`config.mk`:
```
export PLATFORM = sky130hd
export DESIGN_NAME = sdcs_window_decoder
export DESIGN_NICKNAME = d
export VERILOG_FILES = /design/src/rtl/sdcs_pkg.sv /design/src/rtl/sdcs_regfile.sv /design/src/rtl/sdcs_desc_gen.sv /design/src/rtl/sdcs_win_match.sv /design/src/rtl/sdcs_prio_sel.sv /design/src/rtl/sdcs_window_decoder.sv
export SDC_FILE = /design/constraint.sdc
export NUM_CORES = 1
export LEC_CHECK = 0
export BUFFER_PORTS_ARGS = -buffer_cell sky130_fd_sc_hd__buf_2
export CAP_MARGIN = 20
export CORE_MARGIN = 1.5
export CORE_UTILIZATION = 57
export CTS_BUF_LIST = sky130_fd_sc_hd__clkbuf_16
export CTS_CLUSTER_DIAMETER = 100
export CTS_CLUSTER_SIZE = 8
export DETAILED_ROUTE_END_ITERATION = 6
export PLACE_DENSITY = 0.81
export SYNTH_ARGS = -nofsm -noshare
export SYNTH_HDL_FRONTEND = slang
export SYNTH_SLANG_ARGS = --single-unit
```
`constraint.sdc`:
```
create_clock -name clk -period 8.5 [get_ports clk]
set_input_delay 0.85 -clock clk [delete_from_list [all_inputs] [get_ports clk]]
set_output_delay 0.85 -clock clk [all_outputs]
set_load 0.01 [all_outputs]
```
`src/rtl/sdcs_pkg.sv`:
```
package sdcs_pkg;

    // Physical address width decoded by the block.
    localparam int ADDR_W = 36;
    // Register word width.
    localparam int REG_W  = 32;
    // Width of the reported chip-select number.
    localparam int CS_W   = 3;
    // Width of the select vector; the top bit is the coherency bit.
    localparam int ATTR_W = 5;
    // Largest window count over both layouts.
    localparam int MAX_WIN = 4;
    // Width of the usable-window count.
    localparam int CNT_W  = $clog2(MAX_WIN + 1);

    typedef enum logic {
        LAYOUT_QUAD = 1'b0,
        LAYOUT_PAIR = 1'b1
    } layout_e;

    // One decoded window.
    typedef struct packed {
        logic              en;
        logic [ADDR_W-1:0] base;
        logic [ADDR_W-1:0] mask;
        logic [CS_W-1:0]   cs;
        logic [3:0]        sel_n;
        logic              coh_ok;
        logic              usable;
    } win_desc_t;

    // Result of one lookup.
    typedef struct packed {
        logic              miss;
        logic [CS_W-1:0]   cs;
        logic [ATTR_W-1:0] attr;
    } dec_result_t;

    function automatic int num_windows(layout_e lay);
        return (lay == LAYOUT_QUAD) ? 4 : 2;
    endfunction

    function automatic int regs_per_window(layout_e lay);
        return (lay == LAYOUT_QUAD) ? 2 : 1;
    endfunction

    function automatic int stride_log2(layout_e lay);
        return (lay == LAYOUT_QUAD) ? 3 : 4;
    endfunction

    // Quad layout: a base word and a size word per window.
    function automatic win_desc_t quad_desc(logic [REG_W-1:0] bword,
                                            logic [REG_W-1:0] sword,
                                            int idx);
        win_desc_t d;
        d.en     = sword[0];
        d.base   = {bword[3:0], bword[31:24], 24'h00_0000};
        d.mask   = {4'h0, sword[31:24], 24'hFF_FFFF};
        d.cs     = sword[4:2];
        d.sel_n  = 4'hF & ~(4'h1 << idx);
        d.coh_ok = 1'b1;
        d.usable = sword[0] && (bword[3:0] == 4'h0);
        return d;
    endfunction

    // Pair layout: base, size code and enable share one word.
    function automatic win_desc_t pair_desc(logic [REG_W-1:0] word, int idx);
        win_desc_t d;
        logic [4:0] lg;
        lg       = 5'd16 + {1'b0, word[19:16]};
        d.en     = word[0];
        d.base   = {4'h0, word[31:23], 23'h0};
        d.mask   = ({{(ADDR_W-1){1'b0}}, 1'b1} << lg) - {{(ADDR_W-1){1'b0}}, 1'b1};
        d.cs     = CS_W'(idx);
        d.sel_n  = 4'h0;
        d.coh_ok = 1'b0;
        d.usable = word[0];
        return d;
    endfunction

endpackage

```
`src/rtl/sdcs_regfile.sv`:
```
module sdcs_regfile
    import sdcs_pkg::*;
#(
    parameter layout_e LAYOUT   = LAYOUT_QUAD,
    parameter int      REG_AW   = 8,
    localparam int     NUM_WIN  = num_windows(LAYOUT),
    localparam int     NUM_REGS = NUM_WIN * regs_per_window(LAYOUT)
) (
    input  logic                          clk,
    input  logic                          rst,
    input  logic                          we,
    input  logic [REG_AW-1:0]             addr,
    input  logic [REG_W-1:0]              wdata,
    output logic [REG_W-1:0]              rdata,
    output logic [NUM_REGS-1:0][REG_W-1:0] regs_o
);

    localparam int IDX_W = $clog2(NUM_REGS);
    localparam int SLG   = stride_log2(LAYOUT);
    // Bits that must be zero inside one window stride.
    localparam logic [REG_AW-1:0] OFF_MASK =
        (LAYOUT == LAYOUT_QUAD) ? REG_AW'(3) : REG_AW'(15);

    logic [REG_AW-1:0] win_sel;
    logic [REG_AW-1:0] flat_idx;
    logic              mapped;
    logic [IDX_W-1:0]  idx;
    logic [REG_W-1:0]  regs_q [NUM_REGS];

    always_comb begin
        win_sel = addr >> SLG;
        if (LAYOUT == LAYOUT_QUAD) begin
            flat_idx = (win_sel << 1) | REG_AW'(addr[2]);
        end else begin
            flat_idx = win_sel;
        end
        mapped = ((addr & OFF_MASK) == '0) && (win_sel < REG_AW'(NUM_WIN));
        idx    = IDX_W'(flat_idx);
    end

    for (genvar r = 0; r < NUM_REGS; r++) begin : g_reg
        always_ff @(posedge clk) begin
            if (rst) begin
                regs_q[r] <= '0;
            end else if (we && mapped && (idx == IDX_W'(r))) begin
                regs_q[r] <= wdata;
            end
        end
        assign regs_o[r] = regs_q[r];
    end

    assign rdata = mapped ? regs_q[idx] : '0;

endmodule

```
`src/rtl/sdcs_desc_gen.sv`:
```
module sdcs_desc_gen
    import sdcs_pkg::*;
#(
    parameter layout_e LAYOUT   = LAYOUT_QUAD,
    localparam int     NUM_WIN  = num_windows(LAYOUT),
    localparam int     NUM_REGS = NUM_WIN * regs_per_window(LAYOUT)
) (
    input  logic [NUM_REGS-1:0][REG_W-1:0] regs_i,
    output win_desc_t [NUM_WIN-1:0]        desc_o,
    output logic [CNT_W-1:0]               usable_cnt
);

    for (genvar w = 0; w < NUM_WIN; w++) begin : g_win
        if (LAYOUT == LAYOUT_QUAD) begin : g_quad
            assign desc_o[w] = quad_desc(regs_i[2*w], regs_i[2*w+1], w);
        end else begin : g_pair
            assign desc_o[w] = pair_desc(regs_i[w], w);
        end
    end

    always_comb begin
        usable_cnt = '0;
        for (int w = 0; w < NUM_WIN; w++) begin
            usable_cnt = usable_cnt + CNT_W'(desc_o[w].usable);
        end
    end

endmodule

```
`src/rtl/sdcs_win_match.sv`:
```
module sdcs_win_match
    import sdcs_pkg::*;
(
    input  win_desc_t         desc,
    input  logic [ADDR_W-1:0] addr,
    output logic              hit
);

    // A one-bit-wider subtraction gives the offset and the below-base flag together.
    logic [ADDR_W:0] offset;

    always_comb begin
        offset = {1'b0, addr} - {1'b0, desc.base};
        hit    = desc.en && !offset[ADDR_W] && (offset[ADDR_W-1:0] <= desc.mask);
    end

endmodule

```
`src/rtl/sdcs_prio_sel.sv`:
```
module sdcs_prio_sel
    import sdcs_pkg::*;
#(
    parameter int NUM_WIN = 4
) (
    input  win_desc_t [NUM_WIN-1:0] desc,
    input  logic [NUM_WIN-1:0]      hits,
    input  logic                    coh_en,
    output dec_result_t             result
);

    logic found;

    always_comb begin
        found  = 1'b0;
        result = '{miss: 1'b1, cs: '0, attr: '0};
        for (int w = 0; w < NUM_WIN; w++) begin
            if (hits[w] && !found) begin
                found       = 1'b1;
                result.miss = 1'b0;
                result.cs   = desc[w].cs;
                result.attr = {coh_en & desc[w].coh_ok, desc[w].sel_n};
            end
        end
    end

endmodule

```
`src/rtl/sdcs_window_decoder.sv`:
```
module sdcs_window_decoder
    import sdcs_pkg::*;
#(
    parameter layout_e LAYOUT = LAYOUT_QUAD,
    parameter int      REG_AW = 8
) (
    input  logic              clk,
    input  logic              rst,
    input  logic              reg_we,
    input  logic [REG_AW-1:0] reg_addr,
    input  logic [31:0]       reg_wdata,
    output logic [31:0]       reg_rdata,
    input  logic              lk_valid,
    input  logic [35:0]       lk_addr,
    input  logic              coh_en,
    output logic              res_valid,
    output logic              res_miss,
    output logic [2:0]        res_cs,
    output logic [4:0]        res_attr,
    output logic [2:0]        usable_cnt
);

    localparam int NUM_WIN  = num_windows(LAYOUT);
    localparam int NUM_REGS = NUM_WIN * regs_per_window(LAYOUT);

    logic [NUM_REGS-1:0][REG_W-1:0] regs;
    win_desc_t [NUM_WIN-1:0]        desc;
    logic [NUM_WIN-1:0]             hits;
    dec_result_t                    pick;
    dec_result_t                    res_q;
    logic                           valid_q;

    sdcs_regfile #(.LAYOUT(LAYOUT), .REG_AW(REG_AW)) u_regs (
        .clk    (clk),
        .rst    (rst),
        .we     (reg_we),
        .addr   (reg_addr),
        .wdata  (reg_wdata),
        .rdata  (reg_rdata),
        .regs_o (regs)
    );

    sdcs_desc_gen #(.LAYOUT(LAYOUT)) u_desc (
        .regs_i     (regs),
        .desc_o     (desc),
        .usable_cnt (usable_cnt)
    );

    for (genvar w = 0; w < NUM_WIN; w++) begin : g_match
        sdcs_win_match u_match (
            .desc (desc[w]),
            .addr (lk_addr),
            .hit  (hits[w])
        );
    end

    sdcs_prio_sel #(.NUM_WIN(NUM_WIN)) u_sel (
        .desc   (desc),
        .hits   (hits),
        .coh_en (coh_en),
        .result (pick)
    );

    always_ff @(posedge clk) begin
        if (rst) begin
            valid_q <= 1'b0;
            res_q   <= '0;
        end else begin
            valid_q <= lk_valid;
            if (lk_valid) begin
                res_q <= pick;
            end
        end
    end

    assign res_valid = valid_q;
    assign res_miss  = res_q.miss;
    assign res_cs    = res_q.cs;
    assign res_attr  = res_q.attr;

endmodule

```
==> results.cfg <==
[synth]
synthTopCellsByArea = edfxtp_1 (50%), and2_1 (10%), mux4_2 (9.4%)
synth_edf_count = 256
synth_common_cells = and2_1 (258), edfxtp_1 (256), inv_1 (98)
synth_most_common_cell = and2_1
syn-num-nets = 1428
synth.largest_area_cell = edfxtp_1
ys_async_sr_fraction_pct = 0
yosysSeqAreaShare_pct = 51.2
yosys.area.top_type_share_pct = 49.9
synth_ff_type = edfxtp_1
synth-seq-cells = 266
yosysUniqueCellTypes = 72
synthCells = 1260
ys_warn_count = 0
syn_area_mm2 = 0.0154
syn-mean-instance-area_um2 = 12.2

[grt]
grt_max_degree = 56
grt_pass1_vias = 10910
antenna_found_initial = 4
grt_remaining_overflow = 0
grt.total_usage_pct = 28.3
grt_pass1_wl_mm = 59.6

[timing]
worst_slew_pin_slew_ns = 1.06
maxSlewHeadroom_pct = 29.1
fmax_mhz = 234
setup_viol_count_final = 0
fin_setup_tns_ns = 0
hold_viol_final = 0
finalMaxSlewViolations = 0
fin_crit_sh_pct = 50.2
skew_ns = 0.0163
rsz0062_at_grt = no
period_needed_ns = 4.27
fin_ws_ns = 4.23

[clock_network]
cts_hold_buf = 0
post_cts_buffers = 0
path_clk_slew_ns = 0.04
cts_made_buffers = 39
cts_tree = yes
clockRootBuffer = clkbuf_16
htree_num_levels = 2
cts_sinks = 266
clk_latency_ns = 0.52
clockBufferDepth = 3
post_cts_resized = 0

[critical_path]
max_stage_delay_ns = 0.46
cp_data_required_time_ns = 8.92
r2r_slack_ns = 4.45
crit_arrival_ns = 4.68
endpoint_kind = register
crit_path_top_delay_cell = or4_4
start_kind = input port
crit_chain = buf_2 > inv_1 > ha_1 > fa_1 > nor2b_4 > o31ai_2 > or2b_1 > a21oi_1 > xnor2_1 > ha_1 > nand4_1 > o32ai_1 > nand4_1 > or4_4 > nor4_4 > nor2_2 > a311oi_1
path_buf_inv = 2
regToRegStartpoint = u_regs.regs_q[4][24]
crit_type = in -> reg
worstReg2RegEnd = res_attr[1]
reg2regPathDepth = 15
crit_fanout = 4
cp_top_family = simple AND/OR/NAND/NOR gates

[finish]
layout-drive-gt1-share_pct = 20.5
finalNetCount = 1554
final_util_pct = 65.7
syn_to_final_growth_pct = 14.0

[floorplanning]
die_w_um = 167
initial_core_util_pct = 57.7
core_mm2 = 0.0267
die_area_mm2 = 0.0280
boundaryPins = 126
fp.dieH_um = 167
rows = 60

[drt]
first_iter_violations = 758
drc = 0
wirelength_mm = 39.0
routed_via_density = 6.14
detailedRoute.firstPassIterationCount = 5
postRouteAntennaNets = 0
vias = 10670
wire_per_inst_um = 22.5

[place]
numPortBuffers = 125
place_congestion = 0.946
hpwlAfterDp_mm = 25.1
dp_slack_ns = 3.71

[flow_run]
maxCapViolCount = 0

[power]
power.leakage_nw = 7.07
p_per_area_mw_per_mm2 = 191
peakVddDrop_mv = 0.184

[worst_hold_path]
worstHoldEndpoint = res_attr[4]
worstHoldStart = res_attr[4]
hold_path_class = reg -> reg
hold_depth = 2

[outcome]
outcome = finished, final reports clean
-- tightest hold or removal path: stages (launching register included) --
cell	delay, ns
dfxtp_1	0.30
nand2b_1	0.07
a21oi_1	0.05
-- state kept, by name, indices dropped and copies added (netlist names) --
| name | count |
|---|---|
| res_attr | 5 |
| res_cs | 3 |
| res_miss | 1 |
| res_valid | 1 |
| u_regs.regs_q | 256 |
-- power breakdown --
| group | leakage [nW] | total [mW] | internal, mW | switching [mW] |
|---|---|---|---|---|
| sequential | 2.51 | 1.53 | 1.50 | 0.0307 |
| combinational | 4.02 | 0.471 | 0.205 | 0.266 |
| clock | 0.535 | 1.36 | 0.829 | 0.528 |
| total | 7.07 | 3.36 | 2.54 | 0.825 |
-- kinds of logic (layout without fill, tap and decap cells) --
group	after synthesis	in the layout	share of synthesized area (%)
mux	101	101	11.8
other cells	0	3	0
compound gates	162	162	7.23
simple gates	467	467	17.4
flops	266	266	51.2
buf+inv	153	286	3.76
xor+xnor	24	24	1.36
fa+ha+maj	87	87	7.31
-- stage by stage --
step                cell area, um^2  cells  hold slack, ns  power, mW
floorplan                     15400   1260           0.490       1.87
finish                        17600   1737           0.473       3.36
detailed placement            16500   1686           0.465       2.02
global placement              16500   1686           0.461       2.01
CTS                           17600   1734           0.474       3.37
global route                  17600   1735           0.511       3.48
-- metal layers --
layer / GRT usage (%) / vias to the layer above / share of wire [%]
li1: - / 4830 / -
met1: 35.1 / 5253 / 38
met2: 49.4 / 475 / 50
met3: 4.14 / 110 / 7.5
met4: 12.8 / 2 / 4.0
met5: 0 / - / 0.018
-- area by class of cell --
class	instances	area, um^2
clock buffer	40	1000
sequential	266	7890
tap	341	427
timing repair buffer	140	743
clock inverter	8	52.6
multi-input combinational	841	7080
antenna	3	7.51
inverter	98	368
fill	1943	9160
-- worst max path at each step --
| stage | cells after the start | endpoint | start | slack (ns) |
|---|---|---|---|---|
| after floorplan | 16 | res_attr[1] | lk_addr[24] | 4.38 |
| final | 17 | res_attr[1] | lk_addr[24] | 4.23 |
| after global placement | 17 | res_attr[1] | lk_addr[24] | 3.82 |
| after detailed placement | 17 | res_attr[1] | lk_addr[24] | 3.71 |
| after global routing | 17 | res_attr[1] | lk_addr[24] | 3.86 |
| after CTS | 17 | res_attr[1] | lk_addr[24] | 4.22 |
-- cell usage in the layout (no fill, tap or decap), types with 4 or more instances in the layout --
cell       netlist  routed
a2111oi_0        4       4
a211oi_1         7       7
a21o_1          11      11
a21oi_1         44      44
a41oi_1          4       4
and2_1         258     258
buf_2            1     123
buf_4            1      17
clkbuf_16        0      40
dfxtp_1         10      10
edfxtp_1       256     256
fa_1             5       5
ha_1            82      82
inv_1           98     103
mux2i_1         36      36
mux4_2          64      64
nand2_1         38      38
nand2b_1         7       7
nand3_1         13      13
nand3b_1         4       4
nand4_1         16      16
nor2_1          78      70
nor2_4           0       6
nor2b_1          9       9
nor3_1          12      12
nor4_1           5       5
o21a_1          15      15
o21ai_0         24      24
o21bai_1        15       7
o21bai_4         0       8
o22ai_1          4       4
o31a_1           4       4
or2_2            4       4
xnor2_1         16      16
xor2_1           8       8
Power figures use the tool's default switching activity.
